<file path="config.mk">
export PLATFORM = sky130hd
export DESIGN_NAME = boot_loader
export DESIGN_NICKNAME = d
export VERILOG_FILES = /design/src/rtl/boot_pkg.sv /design/src/rtl/boot_rx.sv /design/src/rtl/boot_regs.sv /design/src/rtl/boot_wr.sv /design/src/rtl/boot_loader.sv
export SDC_FILE = /design/constraint.sdc
export NUM_CORES = 1
export LEC_CHECK = 0
export ABC_CLOCK_PERIOD_IN_PS = 3100
export BUFFER_PORTS_ARGS = -buffer_cell sky130_fd_sc_hd__buf_4
export CAP_MARGIN = 20
export CORE_ASPECT_RATIO = 0.75
export CORE_MARGIN = 8
export CORE_UTILIZATION = 30
export CTS_BUF_LIST = sky130_fd_sc_hd__clkbuf_8
export DETAILED_ROUTE_END_ITERATION = 8
export GPL_TIMING_DRIVEN = 1
export PLACE_DENSITY_LB_ADDON = 0.15
export REMOVE_ABC_BUFFERS = 1
export SKIP_CTS_REPAIR_TIMING = 1
export SYNTH_ARGS = -nofsm -noshare
export SYNTH_HDL_FRONTEND = slang
export SYNTH_HIERARCHICAL = 1
export SYNTH_SLANG_ARGS = --single-unit
</file>
<file path="constraint.sdc">
create_clock -name clk -period 3.1 [get_ports clk]
set_clock_uncertainty 0.2 [all_clocks]
set_input_delay 0.155 -clock clk [delete_from_list [all_inputs] [get_ports clk]]
set_output_delay 0.155 -clock clk [all_outputs]
set_load 0.005 [all_outputs]
</file>
<file path="src/rtl/boot_pkg.sv">
package boot_pkg;
    localparam int unsigned BYTE_W    = 8;
    localparam int unsigned NIB_W     = 4;
    localparam int unsigned SEL_W     = 3;
    localparam int unsigned ADDR_W    = 2 * BYTE_W;
    localparam int unsigned NUM_REGS  = 4;
    localparam int unsigned DATA_REGS = NUM_REGS - 1;
    localparam int unsigned SEL_LSB   = NIB_W;
    localparam int unsigned POS_BIT   = BYTE_W - 1;

    localparam logic [SEL_W-1:0] SEL_AHI = 3'd0;
    localparam logic [SEL_W-1:0] SEL_ALO = 3'd1;
    localparam logic [SEL_W-1:0] SEL_DAT = 3'd2;
    localparam logic [SEL_W-1:0] SEL_CTL = 3'd3;

    typedef enum logic [1:0] {RX_IDLE, RX_START, RX_DATA, RX_STOP} rx_state_e;
    typedef enum logic [1:0] {WR_IDLE, WR_SETUP, WR_STROBE, WR_HOLD} wr_state_e;
endpackage

</file>
<file path="src/rtl/boot_rx.sv">
module boot_rx
    import boot_pkg::*;
#(
    parameter int unsigned CLKS_PER_BIT = 93
) (
    input  logic              clk,
    input  logic              rst_n,
    input  logic              enable_i,
    input  logic              rx_i,
    output logic [BYTE_W-1:0] byte_o,
    output logic              valid_o,
    output logic              err_o
);
    localparam int unsigned CNT_W = $clog2(CLKS_PER_BIT);
    localparam int unsigned HALF  = CLKS_PER_BIT / 2;
    localparam int unsigned IDX_W = $clog2(BYTE_W);

    typedef struct packed {
        logic [2:0]        sync;
        rx_state_e         state;
        logic [CNT_W-1:0]  cnt;
        logic [IDX_W-1:0]  idx;
        logic [BYTE_W-1:0] shreg;
        logic              valid;
        logic              err;
    } rx_t;

    rx_t q, d;
    logic line, fall;

    assign line = q.sync[1];
    assign fall = q.sync[2] & ~q.sync[1];

    always_comb begin
        d       = q;
        d.valid = 1'b0;
        d.err   = 1'b0;
        d.sync  = {q.sync[1:0], rx_i};
        unique case (q.state)
            RX_IDLE: begin
                d.cnt = '0;
                if (fall) d.state = RX_START;
            end
            RX_START: begin
                if (q.cnt == CNT_W'(HALF - 1)) begin
                    d.cnt   = '0;
                    d.idx   = '0;
                    d.state = line ? RX_IDLE : RX_DATA;
                end else begin
                    d.cnt = q.cnt + 1'b1;
                end
            end
            RX_DATA: begin
                if (q.cnt == CNT_W'(CLKS_PER_BIT - 1)) begin
                    d.cnt   = '0;
                    d.shreg = {line, q.shreg[BYTE_W-1:1]};
                    if (q.idx == IDX_W'(BYTE_W - 1)) d.state = RX_STOP;
                    else                             d.idx   = q.idx + 1'b1;
                end else begin
                    d.cnt = q.cnt + 1'b1;
                end
            end
            RX_STOP: begin
                if (q.cnt == CNT_W'(CLKS_PER_BIT - 1)) begin
                    d.cnt   = '0;
                    d.valid = line;
                    d.err   = ~line;
                    d.state = RX_IDLE;
                end else begin
                    d.cnt = q.cnt + 1'b1;
                end
            end
            default: d.state = RX_IDLE;
        endcase
        if (!enable_i) begin
            d.state = RX_IDLE;
            d.valid = 1'b0;
            d.err   = 1'b0;
        end
    end

    always_ff @(posedge clk or negedge rst_n) begin
        if (!rst_n) begin
            q       <= '0;
            q.sync  <= '1;
            q.state <= RX_IDLE;
        end else begin
            q <= d;
        end
    end

    assign byte_o  = q.shreg;
    assign valid_o = q.valid;
    assign err_o   = q.err;

    AST_RX_EXCLUSIVE: assert property (@(posedge clk) disable iff (!rst_n)
        !(valid_o && err_o));
endmodule

</file>
<file path="src/rtl/boot_regs.sv">
module boot_regs
    import boot_pkg::*;
(
    input  logic                                 clk,
    input  logic                                 rst_n,
    input  logic [BYTE_W-1:0]                    byte_i,
    input  logic                                 valid_i,
    input  logic                                 err_i,
    output logic [DATA_REGS-1:0][BYTE_W-1:0]     regs_o,
    output logic [NUM_REGS-1:0]                  load_o
);
    typedef struct packed {
        logic [NUM_REGS-1:0]                  pend;
        logic [NUM_REGS-1:0][NIB_W-1:0]       upper;
        logic [DATA_REGS-1:0][BYTE_W-1:0]     val;
        logic [NUM_REGS-1:0]                  load;
    } regs_t;

    regs_t q, d;

    logic [SEL_W-1:0]    sel;
    logic [NIB_W-1:0]    nib;
    logic                pos;
    logic [NUM_REGS-1:0] hit;

    assign sel = byte_i[SEL_LSB +: SEL_W];
    assign nib = byte_i[NIB_W-1:0];
    assign pos = byte_i[POS_BIT];

    for (genvar k = 0; k < NUM_REGS; k++) begin : g_hit
        assign hit[k] = (sel == SEL_W'(k));
    end

    always_comb begin
        d      = q;
        d.load = '0;
        for (int k = 0; k < NUM_REGS; k++) begin
            if (hit[k] && valid_i) begin
                if (!pos) begin
                    d.pend[k]  = 1'b1;
                    d.upper[k] = nib;
                end else if (q.pend[k]) begin
                    d.pend[k] = 1'b0;
                    d.load[k] = 1'b1;
                end
            end
            if (hit[k] && err_i) d.pend[k] = 1'b0;
        end
        for (int k = 0; k < DATA_REGS; k++) begin
            if (hit[k] && valid_i && pos && q.pend[k]) d.val[k] = {q.upper[k], nib};
        end
    end

    always_ff @(posedge clk or negedge rst_n) begin
        if (!rst_n) q <= '0;
        else        q <= d;
    end

    assign regs_o = q.val;
    assign load_o = q.load;

    AST_SINGLE_LOAD: assert property (@(posedge clk) disable iff (!rst_n)
        $onehot0(load_o));
endmodule

</file>
<file path="src/rtl/boot_wr.sv">
module boot_wr
    import boot_pkg::*;
#(
    parameter int unsigned STROBE_CLKS = 2,
    parameter int unsigned SETUP_CLKS  = 1,
    parameter int unsigned HOLD_CLKS   = 1
) (
    input  logic              clk,
    input  logic              rst_n,
    input  logic              enable_i,
    input  logic              start_i,
    input  logic [ADDR_W-1:0] addr_i,
    input  logic [BYTE_W-1:0] data_i,
    output logic [ADDR_W-1:0] addr_o,
    output logic [BYTE_W-1:0] data_o,
    output logic              we_n_o,
    output logic              busy_o
);
    localparam int unsigned MAX_A = (STROBE_CLKS > SETUP_CLKS) ? STROBE_CLKS : SETUP_CLKS;
    localparam int unsigned MAX_C = (MAX_A > HOLD_CLKS) ? MAX_A : HOLD_CLKS;
    localparam int unsigned CNT_W = $clog2(MAX_C + 1);

    typedef struct packed {
        wr_state_e         state;
        logic [CNT_W-1:0]  cnt;
        logic [ADDR_W-1:0] addr;
        logic [BYTE_W-1:0] data;
        logic              we_n;
    } wr_t;

    wr_t q, d;

    always_comb begin
        d = q;
        unique case (q.state)
            WR_IDLE: begin
                d.cnt = '0;
                if (start_i) begin
                    d.addr  = addr_i;
                    d.data  = data_i;
                    d.state = WR_SETUP;
                end
            end
            WR_SETUP: begin
                if (q.cnt == CNT_W'(SETUP_CLKS - 1)) begin
                    d.cnt   = '0;
                    d.state = WR_STROBE;
                end else d.cnt = q.cnt + 1'b1;
            end
            WR_STROBE: begin
                if (q.cnt == CNT_W'(STROBE_CLKS - 1)) begin
                    d.cnt   = '0;
                    d.state = WR_HOLD;
                end else d.cnt = q.cnt + 1'b1;
            end
            WR_HOLD: begin
                if (q.cnt == CNT_W'(HOLD_CLKS - 1)) begin
                    d.cnt   = '0;
                    d.state = WR_IDLE;
                end else d.cnt = q.cnt + 1'b1;
            end
            default: d.state = WR_IDLE;
        endcase
        if (!enable_i) d.state = WR_IDLE;
        d.we_n = ~(d.state == WR_STROBE);
    end

    always_ff @(posedge clk or negedge rst_n) begin
        if (!rst_n) begin
            q       <= '0;
            q.state <= WR_IDLE;
            q.we_n  <= 1'b1;
        end else begin
            q <= d;
        end
    end

    assign addr_o = q.addr;
    assign data_o = q.data;
    assign we_n_o = q.we_n;
    assign busy_o = (q.state != WR_IDLE);

    logic [CNT_W:0] low_run;
    always_ff @(posedge clk or negedge rst_n) begin
        if (!rst_n)      low_run <= '0;
        else if (!q.we_n) low_run <= low_run + 1'b1;
        else             low_run <= '0;
    end

    AST_STROBE_LEN: assert property (@(posedge clk) disable iff (!rst_n)
        $rose(we_n_o) |-> (low_run == (CNT_W+1)'(STROBE_CLKS)));
    AST_BUS_HELD: assert property (@(posedge clk) disable iff (!rst_n)
        (!we_n_o || $rose(we_n_o)) |-> ($stable(addr_o) && $stable(data_o)));
endmodule

</file>
<file path="src/rtl/boot_loader.sv">
module boot_loader
    import boot_pkg::*;
#(
    parameter int unsigned CLK_HZ      = 1_800_000,
    parameter int unsigned BAUD        = 19_200,
    parameter int unsigned STROBE_CLKS = 2,
    parameter int unsigned SETUP_CLKS  = 1,
    parameter int unsigned HOLD_CLKS   = 1
) (
    input  logic        clk,
    input  logic        por_n,
    input  logic        cpu_rst_req_n,
    input  logic        rx,
    input  logic        cpu_rw,
    output logic [15:0] mem_addr,
    output logic [7:0]  mem_data,
    output logic        bus_drive,
    output logic        ram_we_n,
    output logic        cpu_rst_n,
    output logic        cpu_be
);
    localparam int unsigned CLKS_PER_BIT = CLK_HZ / BAUD;

    typedef struct packed {
        logic done;
        logic go_pend;
        logic rst_n;
        logic be;
    } top_t;

    top_t q, d;

    logic [BYTE_W-1:0]                rx_byte;
    logic                             rx_valid, rx_err;
    logic [DATA_REGS-1:0][BYTE_W-1:0] regs;
    logic [NUM_REGS-1:0]              loads;
    logic                             wr_we_n, wr_busy;
    logic [ADDR_W-1:0]                wr_addr;
    logic [BYTE_W-1:0]                wr_data;

    boot_rx #(.CLKS_PER_BIT(CLKS_PER_BIT)) u_rx (
        .clk      (clk),
        .rst_n    (por_n),
        .enable_i (~q.done),
        .rx_i     (rx),
        .byte_o   (rx_byte),
        .valid_o  (rx_valid),
        .err_o    (rx_err)
    );

    boot_regs u_regs (
        .clk     (clk),
        .rst_n   (por_n),
        .byte_i  (rx_byte),
        .valid_i (rx_valid),
        .err_i   (rx_err),
        .regs_o  (regs),
        .load_o  (loads)
    );

    boot_wr #(
        .STROBE_CLKS (STROBE_CLKS),
        .SETUP_CLKS  (SETUP_CLKS),
        .HOLD_CLKS   (HOLD_CLKS)
    ) u_wr (
        .clk      (clk),
        .rst_n    (por_n),
        .enable_i (~q.done),
        .start_i  (loads[SEL_DAT]),
        .addr_i   ({regs[SEL_AHI], regs[SEL_ALO]}),
        .data_i   (regs[SEL_DAT]),
        .addr_o   (wr_addr),
        .data_o   (wr_data),
        .we_n_o   (wr_we_n),
        .busy_o   (wr_busy)
    );

    always_comb begin
        d = q;
        if (loads[SEL_CTL] && !q.done) d.go_pend = 1'b1;
        if (q.go_pend && !wr_busy) begin
            d.done    = 1'b1;
            d.go_pend = 1'b0;
        end
        d.be    = d.done;
        d.rst_n = d.done & cpu_rst_req_n;
    end

    always_ff @(posedge clk or negedge por_n) begin
        if (!por_n) q <= '0;
        else        q <= d;
    end

    assign mem_addr  = wr_addr;
    assign mem_data  = wr_data;
    assign bus_drive = ~q.done;
    assign ram_we_n  = cpu_rw & (wr_we_n | q.done);
    assign cpu_rst_n = q.rst_n;
    assign cpu_be    = q.be;

    AST_DONE_STICKY: assert property (@(posedge clk) disable iff (!por_n)
        $past(q.done) |-> q.done);
    AST_NO_STROBE_AFTER: assert property (@(posedge clk) disable iff (!por_n)
        q.done |-> wr_we_n);
    AST_CPU_HELD: assert property (@(posedge clk) disable iff (!por_n)
        !q.done |-> (!cpu_rst_n && !cpu_be && bus_drive));
    AST_REQ_RESETS: assert property (@(posedge clk) disable iff (!por_n)
        !$past(cpu_rst_req_n) |-> !cpu_rst_n);
endmodule

</file>
Word-level counts from Yosys, hierarchy flattened
Index checks and enable logic that the tools add are counted.
Widths: inputs -> output; s select.

word-level totals
  bits in registers = 101
  latch bits = 0
  bits in writable memories = 0
  memory bits (read-only) = 0
  input bits = 5
  output and inout bits = 28
  word-level logic and storage cells = 143
  memories = 0

operators by class
  $add $sub $neg = 3
  $mul = 0
  div/mod/pow operators = 0
  $lt $le $gt $ge = 0
  equality and inequality tests = 22
  shifts and indexed selects = 0
  multiplexer cells = 48
  bitwise logic cells = 8
  reduce and logical (&&, ||, !) cells = 36

operators by type and width
  kind                 count
  $mux 2               18
  $pmux 9 s4           1
  $mux 1               22
  $logic_and 1x1->1    16
  $pmux 4 s4           1
  $ne 3x2->1 const B   5
  $mux 7               2
  $reduce_bool 2->1    7
  $mux 11              1
  $eq 2x2->1 const B   5
  $reduce_and 2->1     5
  $add 7x1->7 const B  1
  $eq 7x6->1 const B   1
  $eq 7x7->1 const B   1
  $eq 2x1->1 const B   3
  $eq 3x2->1 const B   2
  $logic_not 2->1      3
  $mux 3               2
  $pmux 3 s2           1
  $reduce_and 5->1     1
  $ne 2x1->1 const B   2
  $not 1->1            4
  $reduce_and 4->1     1
  $add 3x1->3 const B  1
  8 further kinds      11

Longest topological paths before layout
  depth in word-level cells = 6
  gate-level depth with buffers = 6
  gate-level depth less buffers = 6

By module
The synthesis kept the hierarchy.

modules (own cells, without submodules)
  module       instances  cells an instance  area an instance (um^2)  seq. area each (um^2)
  boot_regs    1          138                2,003.2                  1,101.1
  boot_wr      1          103                1,382.6                  726.9
  boot_rx      1          101                1,159.9                  629.4
  boot_loader  1          10                 120.1                    75.1

Worst setup path after synthesis
No wires, ideal clock.

  path kind = register -> register
  start point = register u_rx/q[13] in the netlist's numbering
  end point = register u_rx.q, in the netlist u_rx/byte_o[0]
  setup time = 0.125 ns
  arrival = 1.539 ns
  required time = 2.775 ns
  setup slack = 1.237 ns
  stages on the path, launching flop included = 7
  path buffers = 0
  period minus slack after synthesis = 1.863 ns
  cells stage by stage = dfrtp_1 inv_1 ha_1 and4b_2 nand2_2 nor3_4 mux2_2

on the way
  cells in the longest elaborated chain, start to end = 2

RTL lines
  what                               line           source
  start, declared                    boot_rx.sv:28  rx_t q, d;
  $eq 7x7->1                         boot_rx.sv:54  if (q.cnt == CNT_W'(CLKS_PER_BIT - 1)) begin
  $reduce_and 2->1 (no source line)  n/a

Every way passes these cells.
A chain may end at the register's enable or synchronous reset.

Final worst setup path
Ends and elaborated chain as after synthesis.

==> results.rst <==
.. list-table::
   :header-rows: 1

   * - Metric
     - Value
   * - Run status
     - finished, final reports clean
   * - Post-DP HPWL
     - 4.99 mm
   * - Die Footprint
     - a little under 20000 µm²
   * - Kind of launch point of the worst setup path
     - flop
   * - Routed wirelength normalized by instance count
     - between 10 and 15 µm
   * - Worst-case register-to-register setup slack
     - around 1100 ps
   * - Final layout net count
     - 343
   * - Initial core utilization
     - 0.304
   * - Vias
     - between 2000 and 2500
   * - Max Fanout on Critical Path
     - 8
   * - Area of placed instances
     - about 4600 µm²
   * - Slew Viols, Final
     - 0
   * - Setup violation total in the final timing report
     - 0
   * - Leakage power figure
     - about 2.4 nW
   * - Worst Path Required
     - 3150 ps
   * - Global-route wire length before repair
     - 12.8 mm
   * - Share of the clock period used by the worst path after layout
     - 0.650
   * - Reg2reg path depth
     - 6
   * - Critical register-to-register path endpoint
     - u_rx/byte_o[0]$_DFFE_PN0P_
   * - Area of the mapped netlist
     - 4600 µm²
   * - Crit Path Class
     - flop to flop
   * - Biggest cell delay along the critical path
     - 430 ps
   * - Maximum achievable frequency
     - ~500 MHz
   * - Clock network latency to the later pin of the worst-skew pair
     - ~370 ps
   * - CP bufs+invs
     - 1
   * - Final Wtd Congestion
     - around 0.72
   * - Layout cells sized above 1
     - 0.397
   * - Clk sink count
     - between 90 and 100
   * - Slew Limit Headroom
     - 0.541
   * - Final worst path period need
     - between 2000 and 2500 ps
   * - Number of hold violations in the final report
     - 0
   * - Number of instances in the synthesized netlist
     - ~350
   * - Core box area
     - about 15000 µm²
   * - Number of antenna violations at the first check in global routing
     - 0
   * - Sum Neg Setup Slack
     - 0 ps
   * - Startpoint of the worst-slack reg-to-reg timing path
     - u_rx/q[13]$_DFF_PN0_
   * - Post-route cell area
     - just under 5000 µm²
   * - Finished Core Util
     - 0.322
   * - First-pass DRT Iterations
     - 4
   * - # rows
     - 39
   * - Die width
     - approximately 160 µm
   * - Remaining Overflow, GRT
     - 0
   * - Relative area change from synthesis to final layout
     - 5.87%
   * - Number of buffers on the longest clock path
     - 2
   * - Setup repair after global routing missed its margin
     - false
   * - Hold Path Origin
     - u_rx/d[23]$_DFF_PN1_
   * - Clk slew on worst S/H paths
     - roughly 90 ps
   * - Max-cap viol count
     - 0
   * - Count of nets left with antenna violations after detail routing
     - 0
   * - Number of CTS-inserted buffers
     - 9
   * - Buffer type at the clock tree root
     - clkbuf_8
   * - Average via count per standard cell
     - ~4.2
   * - Classification of the worst-slack hold path
     - flop to flop
   * - Number of DRC violations after detailed-routing iteration 0
     - about 120
   * - Fillers
     - roughly 1500
   * - Floorplan die height
     - 123 µm
   * - Number of diodes
     - 0
   * - Cell family with most CP delay
     - simple AND/OR/NAND/NOR gates
   * - Arrival @ worst endpoint
     - a little over 2000 ps
   * - Worst hold endpoint
     - u_rx/d[24]$_DFF_PN1_
   * - Power density normalized to cell area
     - 529 nW/µm²
   * - TritonCTS clock tree
     - yes
   * - VDD IR max
     - 198 µV
   * - Maximum number of pins on one net before global-route repair
     - between 50 and 60
   * - Synthesis warning total
     - 6
   * - Number of ports placed on the die boundary
     - 33
   * - Via count of the first global-routing pass
     - 2474
   * - Overall global routing resource usage
     - 0.0832
   * - Number of buffer cells added on primary ports
     - 32
   * - Htree depth
     - 3
   * - Remaining routing DRC violations
     - 0
   * - Ordered list of cells on the worst path
     - inv_1 > ha_1 > and4b_2 > nand2_2 > nor3_4 > mux2_2
   * - Standard cell with the maximum stage delay on the critical path
     - dfrtp_1
   * - Min-Delay Path Depth
     - 0
   * - Critical path endpoint category
     - flop
   * - Average footprint of a synthesized cell
     - between 10 and 15 µm²
   * - Wire length after detailed routing
     - 7.50 mm
   * - Worst-margin pin slew
     - roughly 690 ps
-- cell type report --
class / count / area [µm²] / share of cell area
repair buffers: 38 / 305 / 0.0627
clock inverters: 5 / 76.3 / 0.0157
well taps: 205 / 256 / 0.0527
inverters: 12 / 45.0 / 0.00925
multi-input cells: 170 / 1550 / 0.319
clock buffers: 11 / 151 / 0.0311
flip-flops and latches: 99 / 2480 / 0.510
-- state kept, by name, summed over array words and instances, names as in the netlist, 2 cells and up --
| register | count |
|---|---|
| u_regs/q | 16 |
| u_rx/d | 2 |
| u_regs/load_o | 2 |
| u_wr/addr_o | 16 |
| u_wr/data_o | 8 |
| u_wr/q | 4 |
| u_regs/regs_o | 24 |
| u_rx/q | 13 |
| u_rx/byte_o | 8 |
-- metal layers --
layer  global-route usage  vias up  routed length (µm)
met5                    0        -                   0
met4               0.0388        0                 142
met3               0.0299       10                 264
met2                0.123       31                3240
met1                0.108     1132                3850
li1                     -     1091                   -
-- where the power goes --
group          switching (mW)  internal (mW)  leakage, nW
logic                   0.137         0.0941        0.917
clock network           0.435          0.495        0.117
registers              0.0652           1.35         1.35
total                   0.638           1.94         2.39
-- how the worst max path moves through the flow --
stage	startpoint	to	slack, ps	cells after the start
after CTS	u_rx/q[13]$_DFF_PN0_	u_rx/byte_o[0]$_DFFE_PN0P_	1060	6
after detailed placement	u_rx/q[13]$_DFF_PN0_	u_rx/byte_o[6]$_DFFE_PN0P_	1080	6
after floorplan	u_wr/q[27]$_DFF_PN0_	u_wr/addr_o[0]$_DFFE_PN0P_	1190	2
after global placement	u_rx/q[13]$_DFF_PN0_	u_rx/byte_o[3]$_DFFE_PN0P_	1110	6
after global routing	u_rx/q[13]$_DFF_PN0_	u_rx/q[15]$_DFF_PN0_	940	6
final	u_rx/q[13]$_DFF_PN0_	u_rx/byte_o[0]$_DFFE_PN0P_	1080	6
-- cells in the final DEF, fill, tap and decap left out, types with 2 or more instances in the layout --
cell / count
and2_1: 2
and3_1: 4
buf_4: 34
bufinv_16: 2
clkbuf_8: 11
dfrtp_1: 95
dfstp_2: 4
dlygate4sd3_1: 3
ha_1: 8
inv_1: 13
mux2_1: 2
mux2_2: 43
mux2_4: 24
nand2_1: 12
nand2b_1: 2
nand3_1: 7
nand3b_1: 2
nand4_1: 2
nor2_1: 14
nor2b_1: 3
nor3b_2: 2
o21ai_0: 14
or3b_1: 2
xnor2_1: 2
xor2_1: 3
-- through the flow --
| step | instances | power, mW | hold WS [ps] | setup slack [ps] |
|---|---|---|---|---|
| floorplan | 281 | 1.58 | -341 | 1190 |
| global placement | 521 | 1.67 | 53.1 | 1110 |
| detailed placement | 521 | 1.67 | 57.7 | 1080 |
| CTS | 537 | 2.63 | -374 | 1060 |
| global route | 540 | 2.72 | 173 | 940 |
| finish | 540 | 2.57 | 160 | 1080 |
-- worst register-to-register path: stages (launching register included) --
cell and delay (ps):
dfrtp_1 430, inv_1 70, ha_1 130, and4b_2 270, nand2_2 90, nor3_4 330, mux2_2 380
No activity file was read; power rests on OpenSTA's default activity.
